[config.mk]
export PLATFORM = sky130hd
export DESIGN_NAME = ecc_sdp_ram
export DESIGN_NICKNAME = d
export VERILOG_FILES = /design/src/rtl/ecc_sdp_pkg.sv /design/src/rtl/ecc_chk_gen.sv /design/src/rtl/ecc_enc.sv /design/src/rtl/ecc_dec.sv /design/src/rtl/ecc_store.sv /design/src/rtl/ecc_sdp_ram.sv
export SDC_FILE = /design/constraint.sdc
export NUM_CORES = 1
export LEC_CHECK = 0
export ABC_AREA = 1
export BUFFER_PORTS_ARGS = -buffer_cell sky130_fd_sc_hd__buf_2
export CAP_MARGIN = 20
export CORE_MARGIN = 4
export CORE_UTILIZATION = 67
export CTS_CLUSTER_DIAMETER = 200
export DETAILED_ROUTE_END_ITERATION = 6
export PLACE_DENSITY_LB_ADDON = 0.08
export SLEW_MARGIN = 0
export SYNTH_ARGS = -nofsm -noshare
export SYNTH_HDL_FRONTEND = slang
export SYNTH_SLANG_ARGS = --single-unit
[constraint.sdc]
create_clock -name clk -period 3.8 [get_ports clk]
set_input_delay 0.38 -clock clk [delete_from_list [all_inputs] [get_ports clk]]
set_output_delay 0.38 -clock clk [all_outputs]
set_load 0.005 [all_outputs]
[src/rtl/ecc_sdp_pkg.sv]
package ecc_sdp_pkg;

    typedef enum logic [1:0] {
        STAT_CLEAN  = 2'b00,
        STAT_FIXED  = 2'b01,
        STAT_DOUBLE = 2'b10
    } rd_stat_e;

    typedef enum logic [1:0] {
        INJ_NONE = 2'b00,
        INJ_ONE  = 2'b01,
        INJ_TWO  = 2'b10,
        INJ_RSVD = 2'b11
    } inj_mode_e;

    // Smallest check-bit count that can name every codeword slot
    function automatic int chk_count(input int dw);
        int r;
        r = 1;
        while ((1 << r) < dw + r + 1) r++;
        return r;
    endfunction

    // Hamming slot (1-based, never a power of two) of data bit idx
    function automatic int data_slot(input int idx);
        int p;
        int seen;
        p = 0;
        seen = -1;
        while (seen < idx) begin
            p++;
            if ((p & (p - 1)) != 0) seen++;
        end
        return p;
    endfunction

endpackage

[src/rtl/ecc_chk_gen.sv]
module ecc_chk_gen #(
    parameter int DATA_W = 8,
    parameter int CHK_W  = 4
) (
    input  logic [DATA_W-1:0] data_i,
    output logic [CHK_W-1:0]  chk_o
);
    logic [CHK_W-1:0] term [DATA_W];

    for (genvar i = 0; i < DATA_W; i++) begin : g_term
        localparam logic [CHK_W-1:0] SLOT_V = CHK_W'(ecc_sdp_pkg::data_slot(i));
        assign term[i] = data_i[i] ? SLOT_V : '0;
    end

    always_comb begin
        chk_o = '0;
        for (int i = 0; i < DATA_W; i++) chk_o ^= term[i];
    end
endmodule

[src/rtl/ecc_enc.sv]
module ecc_enc
    import ecc_sdp_pkg::*;
#(
    parameter int DATA_W = 8,
    parameter int CHK_W  = 4,
    parameter int CODE_W = DATA_W + CHK_W + 1,
    parameter int POS_W  = $clog2(CODE_W)
) (
    input  logic [DATA_W-1:0] data_i,
    input  logic [1:0]        mode_i,
    input  logic [POS_W-1:0]  pos_i,
    output logic [CODE_W-1:0] code_o
);
    logic [CHK_W-1:0]  chk;
    logic [CODE_W-2:0] base;
    logic [CODE_W-1:0] mask_one, mask_two, flip;
    logic [POS_W-1:0]  nxt;

    ecc_chk_gen #(.DATA_W(DATA_W), .CHK_W(CHK_W)) u_chk (
        .data_i(data_i),
        .chk_o (chk)
    );

    assign base = {chk, data_i};
    assign nxt  = (32'(pos_i) == CODE_W - 1) ? '0 : pos_i + 1'b1;

    always_comb begin
        mask_one = '0;
        mask_two = '0;
        if (32'(pos_i) < CODE_W) begin
            mask_one[pos_i] = 1'b1;
            mask_two        = mask_one;
            mask_two[nxt]   = 1'b1;
        end
    end

    always_comb begin
        unique case (inj_mode_e'(mode_i))
            INJ_ONE:  flip = mask_one;
            INJ_TWO:  flip = mask_two;
            INJ_NONE: flip = '0;
            INJ_RSVD: flip = '0;
        endcase
    end

    assign code_o = {^base, base} ^ flip;
endmodule

[src/rtl/ecc_dec.sv]
module ecc_dec
    import ecc_sdp_pkg::*;
#(
    parameter int DATA_W = 8,
    parameter int CHK_W  = 4,
    parameter int CODE_W = DATA_W + CHK_W + 1
) (
    input  logic              vld_i,
    input  logic [CODE_W-1:0] code_i,
    output logic [DATA_W-1:0] data_o,
    output logic [1:0]        stat_o
);
    logic [DATA_W-1:0] data_rx, flip_bit;
    logic [CHK_W-1:0]  chk_calc, syn;
    logic              par_err;
    rd_stat_e          stat;

    assign data_rx = code_i[DATA_W-1:0];

    ecc_chk_gen #(.DATA_W(DATA_W), .CHK_W(CHK_W)) u_chk (
        .data_i(data_rx),
        .chk_o (chk_calc)
    );

    assign syn     = chk_calc ^ code_i[DATA_W +: CHK_W];
    assign par_err = ^code_i;

    for (genvar i = 0; i < DATA_W; i++) begin : g_fix
        localparam logic [CHK_W-1:0] SLOT_V = CHK_W'(data_slot(i));
        assign flip_bit[i] = par_err && (syn == SLOT_V);
    end

    always_comb begin
        if (!vld_i)           stat = STAT_CLEAN;
        else if (par_err)     stat = STAT_FIXED;
        else if (syn != '0)   stat = STAT_DOUBLE;
        else                  stat = STAT_CLEAN;
    end

    assign stat_o = stat;
    assign data_o = vld_i ? (data_rx ^ flip_bit) : '0;
endmodule

[src/rtl/ecc_store.sv]
module ecc_store #(
    parameter int WORD_W = 13,
    parameter int ADDR_W = 4,
    parameter int DEPTH  = 1 << ADDR_W
) (
    input  logic              clk,
    input  logic              rst_n,
    input  logic              wr_en,
    input  logic [ADDR_W-1:0] wr_addr,
    input  logic [WORD_W-1:0] wr_word,
    input  logic              rd_en,
    input  logic [ADDR_W-1:0] rd_addr,
    output logic [WORD_W-1:0] rd_word_o,
    output logic              rd_vld_o
);
    logic [WORD_W-1:0] mem [DEPTH];

    always_ff @(posedge clk) begin
        if (wr_en) mem[wr_addr] <= wr_word;
        if (rd_en) rd_word_o    <= mem[rd_addr];
    end

    always_ff @(posedge clk) begin
        if (!rst_n) rd_vld_o <= 1'b0;
        else        rd_vld_o <= rd_en;
    end
endmodule

[src/rtl/ecc_sdp_ram.sv]
module ecc_sdp_ram
    import ecc_sdp_pkg::*;
#(
    parameter  int DATA_W   = 8,
    parameter  int ADDR_W   = 4,
    parameter  int DEC_PIPE = 1,
    localparam int CHK_W    = chk_count(DATA_W),
    localparam int CODE_W   = DATA_W + CHK_W + 1,
    localparam int POS_W    = $clog2(CODE_W)
) (
    input  logic              clk,
    input  logic              rst_n,
    input  logic              wr_en,
    input  logic [ADDR_W-1:0] wr_addr,
    input  logic [DATA_W-1:0] wr_data,
    input  logic [1:0]        wr_err_mode,
    input  logic [POS_W-1:0]  wr_err_pos,
    input  logic              rd_en,
    input  logic [ADDR_W-1:0] rd_addr,
    output logic              rd_valid,
    output logic [DATA_W-1:0] rd_data,
    output logic [1:0]        rd_status
);
    logic [CODE_W-1:0] wr_code, rd_code;
    logic              mem_vld;
    logic [DATA_W-1:0] dec_data;
    logic [1:0]        dec_stat;

    ecc_enc #(.DATA_W(DATA_W), .CHK_W(CHK_W), .CODE_W(CODE_W), .POS_W(POS_W)) u_enc (
        .data_i(wr_data),
        .mode_i(wr_err_mode),
        .pos_i (wr_err_pos),
        .code_o(wr_code)
    );

    ecc_store #(.WORD_W(CODE_W), .ADDR_W(ADDR_W)) u_store (
        .clk      (clk),
        .rst_n    (rst_n),
        .wr_en    (wr_en),
        .wr_addr  (wr_addr),
        .wr_word  (wr_code),
        .rd_en    (rd_en),
        .rd_addr  (rd_addr),
        .rd_word_o(rd_code),
        .rd_vld_o (mem_vld)
    );

    ecc_dec #(.DATA_W(DATA_W), .CHK_W(CHK_W), .CODE_W(CODE_W)) u_dec (
        .vld_i (mem_vld),
        .code_i(rd_code),
        .data_o(dec_data),
        .stat_o(dec_stat)
    );

    if (DEC_PIPE != 0) begin : g_pipe
        always_ff @(posedge clk) begin
            if (!rst_n) begin
                rd_valid  <= 1'b0;
                rd_data   <= '0;
                rd_status <= STAT_CLEAN;
            end else begin
                rd_valid  <= mem_vld;
                rd_data   <= dec_data;
                rd_status <= dec_stat;
            end
        end
    end else begin : g_flow
        assign rd_valid  = mem_vld;
        assign rd_data   = dec_data;
        assign rd_status = dec_stat;
    end
endmodule

Yosys cells after proc, flatten, opt, wreduce, memory -nomap -nowiden
Memory sizes are Yosys's and may differ from the RTL's. A register that Yosys moved wholly into a read port is not among the register bits.
Cells that the tools add are included.
- memories: 1
- flip-flop bits (word level): 12
- output and inout port bits: 11
- logic and storage cells: 89
- memory bits (writable): 208
- memories (memory ; depth ; width ; read ports ; clocked after memory_dff ; write ports ; RTL line ; text):
    u_store.mem ; 16 ; 13 ; 1 ; 1 ; 1 ; ecc_store.sv:16 ; logic [WORD_W-1:0] mem [DEPTH];
- bitwise operators: 20
- muxes and demuxes: 28
- $add $sub $neg: 1
- reductions and logical operators: 17
- order comparisons: 5
- eq/ne operators: 12
- operators by type and width (cell ; count):
    case mux 13 bit (3 select lines) ; 1
    2-to-1 mux 4 bit ; 9
    XOR 4 bit ; 9
    2-to-1 mux 13 bit ; 2
    XOR 4 x 3 -> 4 bit ; 6
    == test 4 bit (second input constant) ; 5
    2-to-1 mux 3 bit ; 6
    OR 13 bit ; 1
    XOR reduction 13 bit ; 1
    XOR 13 bit ; 1
    == test 4 x 3 -> 1 bit (second input constant) ; 3
    XOR reduction 12 bit ; 1
    logical AND 1 bit ; 10
    less-than comparator 4 x 5 -> 1 bit (second input constant) ; 2
    demux 1 bit (select 4 bit) ; 2
    >= comparator 4 x 1 -> 1 bit (second input constant) ; 2
    XOR 8 bit ; 1
    2-to-1 mux 2 bit ; 3
    2-to-1 mux 1 bit ; 5
    adder 4 x 1 -> 4 bit (second input constant) ; 1
    == test 2 bit (second input constant) ; 2
    == test 4 x 2 -> 1 bit (second input constant) ; 1
    less-than comparator 4 bit (second input constant) ; 1
    nonzero test 4 bit ; 1
    6 further kinds ; 7

Logic depth before layout (Yosys ltp)
- depth in word-level cells: 12
- depth in mapped cells: 15
- gate-level depth less buffers: 13

Hierarchy
From an unflattened synthesis, not the netlist that was laid out.
- cells, all modules: 1310
- area, all modules: 11758.8 µm²
- by module, submodules not included (module ; cells an instance ; area an instance (µm²) ; seq. area each (µm²) ; times used):
    ecc_store ; 881 ; 9434.0 ; 6656.4 ; 1
    ecc_enc ; 185 ; 1014.7 ; 0.0 ; 1
    ecc_dec ; 144 ; 658.1 ; 0.0 ; 1
    ecc_chk_gen ; 33 ; 168.9 ; 0.0 ; 2
    ecc_sdp_ram ; 34 ; 314.1 ; 220.2 ; 1

Least setup slack after synthesis
OpenSTA, ideal clock, no wires.
- kind: input to register
- from: input port wr_err_pos[0]
- to: memory u_store.mem[0][10], data pin
- stages on the path: 8
- path slack: 1.620 ns
- buffers on the path: 0
- data arrival time: 1.891 ns
- required time: 3.511 ns
- path through: inv_1 ha_1 nand3_1 nand3_1 nor2_1 nand3_1 a21oi_1 xor2_1
- word-level cells in the longest chain between the ends: 10
- elaborated cells on any way between the ends: 19
- those cells by class: 1 x add/sub; 5 x order compare; 1 x eq/ne; 8 x mux; 2 x bitwise; 2 x reduce/logical
- ends and longest elaborated chain (element ; RTL line ; text):
    from (decl) ; ecc_sdp_ram.sv:17 ; input logic [POS_W-1:0] wr_err_pos,
    adder 4 x 1 -> 4 bit / == test 4 bit (equally long branches) ; ecc_enc.sv:25 ; assign nxt = (32'(pos_i) == CODE_W - 1) ? '0 : pos_i + 1'b1;
    2-to-1 mux 4 bit ; ecc_enc.sv:25 ;
    less-than comparator 4 x 5 -> 1 bit (not written as such) / >= comparator 4 x 1 -> 1 bit (equally long branches) ; ecc_enc.sv:33 ; mask_two[nxt] = 1'b1;
    logical AND 1 bit (not written as such) ; ecc_enc.sv:33 ;
    2-to-1 mux 1 bit (not written as such) ; ecc_enc.sv:33 ;
    demux 1 bit (select 4 bit) ; n/a ;
    OR 13 bit (no source line) ; n/a ;
    2-to-1 mux 13 bit ; ecc_enc.sv:30 ; if (32'(pos_i) < CODE_W) begin
    case mux 13 bit (3 select lines) * ; ecc_enc.sv:38 ; unique case (inj_mode_e'(mode_i))
    XOR 13 bit * ; ecc_enc.sv:46 ; assign code_o = {^base, base} ^ flip;
    net u_enc.code_o[10] ; ecc_enc.sv:12 ; output logic [CODE_W-1:0] code_o
    to (decl) ; ecc_store.sv:16 ;
Mark *: on every way through the listed nets, which the timed path passes. The rest lies on a longest branch.

Worst setup path after layout
- from: input port wr_err_pos[0]
- to: memory u_store.mem[13][11], data pin
Same word-level chain as after synthesis.

==> impl_metrics.yaml <==
floorplan:
  num_rows: 45
  die-area_sq_mm: 0.0179
  dieWidth_um: 134
  die_height_um: 134
  start_util_pct: 69.1
  pin_count: 37
  core_area_sq_mm: 0.0153
power_and_ir_drop:
  power_leakage_nw: 4.64
  peakVddDrop_uv: 497
  p_per_area_mw_per_mm2: 501
place:
  place_congestion: 0.977
  dp_slack_ns: 0.863
  dp_hpwl_um: 15300
  port_buffers: 36
  dpl_cell_area_sq_mm: 0.0110
detailed_routing:
  final_antenna_net_count: 0
  vias: 7437
  drc: 0
  wl_per_cell_um: 20.8
  wirelength_um: 25200
  first_iter_violations: 958
  vias_per_cell: 6.14
  first_pass_iters: 5
synth:
  synth_area_leaders: "edfxtp_1 (63%), nand2_1 (6.5%), mux2i_1 (4.9%)"
  yosys.area.top_type_share_pct: 62.7
  syn-instance-count: 952
  synth_top_cell_by_area: "edfxtp_1"
  ys_ff_latch: 233
  syn_nets: 985
  avgSynthCellArea_sq_um: 11.1
  ys_types: 29
  netlist_area_sq_mm: 0.0106
  yosysSeqAreaShare_pct: 65.0
  yosysWarnings: 0
sta:
  min_period_ns: 2.48
  fin_worst_skew_ns: 0.0154
  grt_setup_unrepaired: "no"
  setup_tns_ns: 0
  tightest_slew_ns: 1.15
  hold_ws_ns: 0.0615
  fmax_ghz: 0.404
  maxSlewHeadroom_pct: 22.8
  setup_viol: 0
  setup_ws_ns: 1.32
  drv_slew: 0
  final_hold_viol_count: 0
  post-route-period-util_pct: 65.2
cts:
  h-tree-depth: 1
  cts_resized: 0
  clock_path_buffers: 3
  root_buffer: "clkbuf_16"
  post_cts_buffers: 0
  clock_latency_ns: 0.51
  cts_hold_repair.buffers: 0
  cts_tree: "yes"
  cts_buffers: 23
  cts.clk_slew.worst_paths_ns: 0.06
  cts.sinks: 233
global_route:
  global_route.usage.total_pct: 28.3
  antenna_found_initial: 0
  overflow: 0
  grt_max_degree: 66
  grt_pass1_vias: 7228
  grt_first_pass_wirelength_um: 38800
setup_path:
  path_cells: "buf_2 > inv_1 > ha_1 > nand3_1 > nand2_1 > nand4_1 > o22ai_1 > xor2_1"
  end_kind: "register"
  slowest_delay_ns: 0.90
  reg2reg_slack_ns: 2.04
  critPathRequiredTime_ns: 3.96
  reg2regPathDepth: 12
  worst_ep_arrival_time_ns: 2.63
  cp_max_fo: 16
  reg2reg_to: "rd_data[3]$_SDFF_PN0_"
  path_class: "primary input to register"
  cp-start-kind: "primary input"
  crit_slowest_cell: "xor2_1"
  reg2reg_from: "u_store.rd_word_o[6]$_DFFE_PP_"
min_path:
  worstHoldPathType: "primary input to register"
  whs_endpoint: "u_store.rd_vld_o$_SDFF_PN0_"
  min_from: "rst_n"
  min_path_cells: 3
cells_and_area:
  multiInputGateArea_sq_mm: 0.00319
  final_area_sq_mm: 0.0118
  final_cell_mix: "edfxtp_1 (221), nand2_1 (184), inv_1 (97)"
  final_common_cell: "edfxtp_1"
  final_nets: 1017
  drive_above_1_share_pct: 11.6
  fillers: 965
  n_antenna_cell: 0
  area_growth_pct: 11.5
  seq_area_sq_mm: 0.00688
status:
  status: "completed"
run:
  cap_violations: 0
[area by class of cell]
class	instances	area share [%]
Sequential cell	233	58.3
Multi-Input combinational cell	573	27.0
Clock buffer	25	4.94
Inverter	105	3.34
Timing Repair Buffer	48	2.48
Tap cell	211	2.24
Clock inverter	16	1.71
[worst max-delay path by stage]
| stage | startpoint | to | slack [ns] | cells past startpoint |
|---|---|---|---|---|
| after floorplan | wr_err_pos[0] | u_store.mem[0][10]$_DFFE_PP_ | 1.62 | 8 |
| after global placement | wr_err_pos[0] | u_store.mem[8][6]$_DFFE_PP_ | 1.03 | 9 |
| after detailed placement | wr_err_pos[0] | u_store.mem[15][11]$_DFFE_PP_ | 0.86 | 8 |
| after CTS | wr_err_pos[0] | u_store.mem[8][3]$_DFFE_PP_ | 1.39 | 9 |
| after global routing | wr_err_pos[0] | u_store.mem[3][1]$_DFFE_PP_ | 1.08 | 9 |
| final | wr_err_pos[0] | u_store.mem[13][11]$_DFFE_PP_ | 1.32 | 8 |
[critical path, delay by kind of cell]
family	cells	cell delay, ns
xor+xnor	1	0.90
simple gates	3	0.59
buf+inv	2	0.30
fa+ha+maj	1	0.25
compound gates	1	0.20
[metrics by stage]
step	power, W	instances	utilization, %
global route	0.00610	1211	77.1
global placement	0.00357	1169	71.8
floorplan	0.00343	952	-
CTS	0.00590	1210	77.0
finish	0.00591	1211	77.1
detailed placement	0.00360	1169	71.8
[kinds of logic after synthesis]
logic type | share of synthesized area [%]
muxes | 4.92
and+or+nand+nor | 12.0
buffers and inverters | 5.61
AOI/OAI and AO/OA | 10.4
adders and majority gates | 0.827
xor gates and xnor gates | 1.24
DFF | 65.0
[flip-flops by register name, indices dropped and copies added, names as in the netlist]
name,cells
u_store.mem,208
rd_status,2
u_store.rd_word_o,13
u_store.rd_vld_o,1
rd_data,8
rd_valid,1
[synth_stat cells]
cell,number
o22ai_1,2
buf_1,2
nand3_1,65
mux2i_1,52
a21oi_1,65
buf_4,3
ha_1,7
clkbuf_1,23
edfxtp_1,221
buf_6,3
o21ai_0,72
xnor2_1,1
inv_1,97
nand3_2,2
nor3_1,4
inv_2,7
nand2_4,1
xor2_1,14
nand2_1,184
nor2_1,42
dfxtp_1,12
nor2_2,1
o21ai_1,2
nand2_2,5
nand4_1,1
clkinv_1,1
o21bai_1,1
o211ai_1,52
buf_2,10
[power breakdown]
part	leakage, nW	switching [W]	total [W]	internal [W]
registers	2.08	0.0000342	0.00297	0.00293
logic	2.17	0.000429	0.000598	0.000169
clock network	0.391	0.000947	0.00234	0.00140
[metal layers]
layer	share of wire (%)	GRT usage (%)	up-vias	wire [um]
met5	0	0	-	0
met1	39	38.4	3552	9930
li1	-	-	3416	-
met3	8.1	3.17	57	2050
met2	50	49.2	412	12600
met4	2.3	8.06	0	580
No activity file was read; power rests on OpenSTA's default activity.
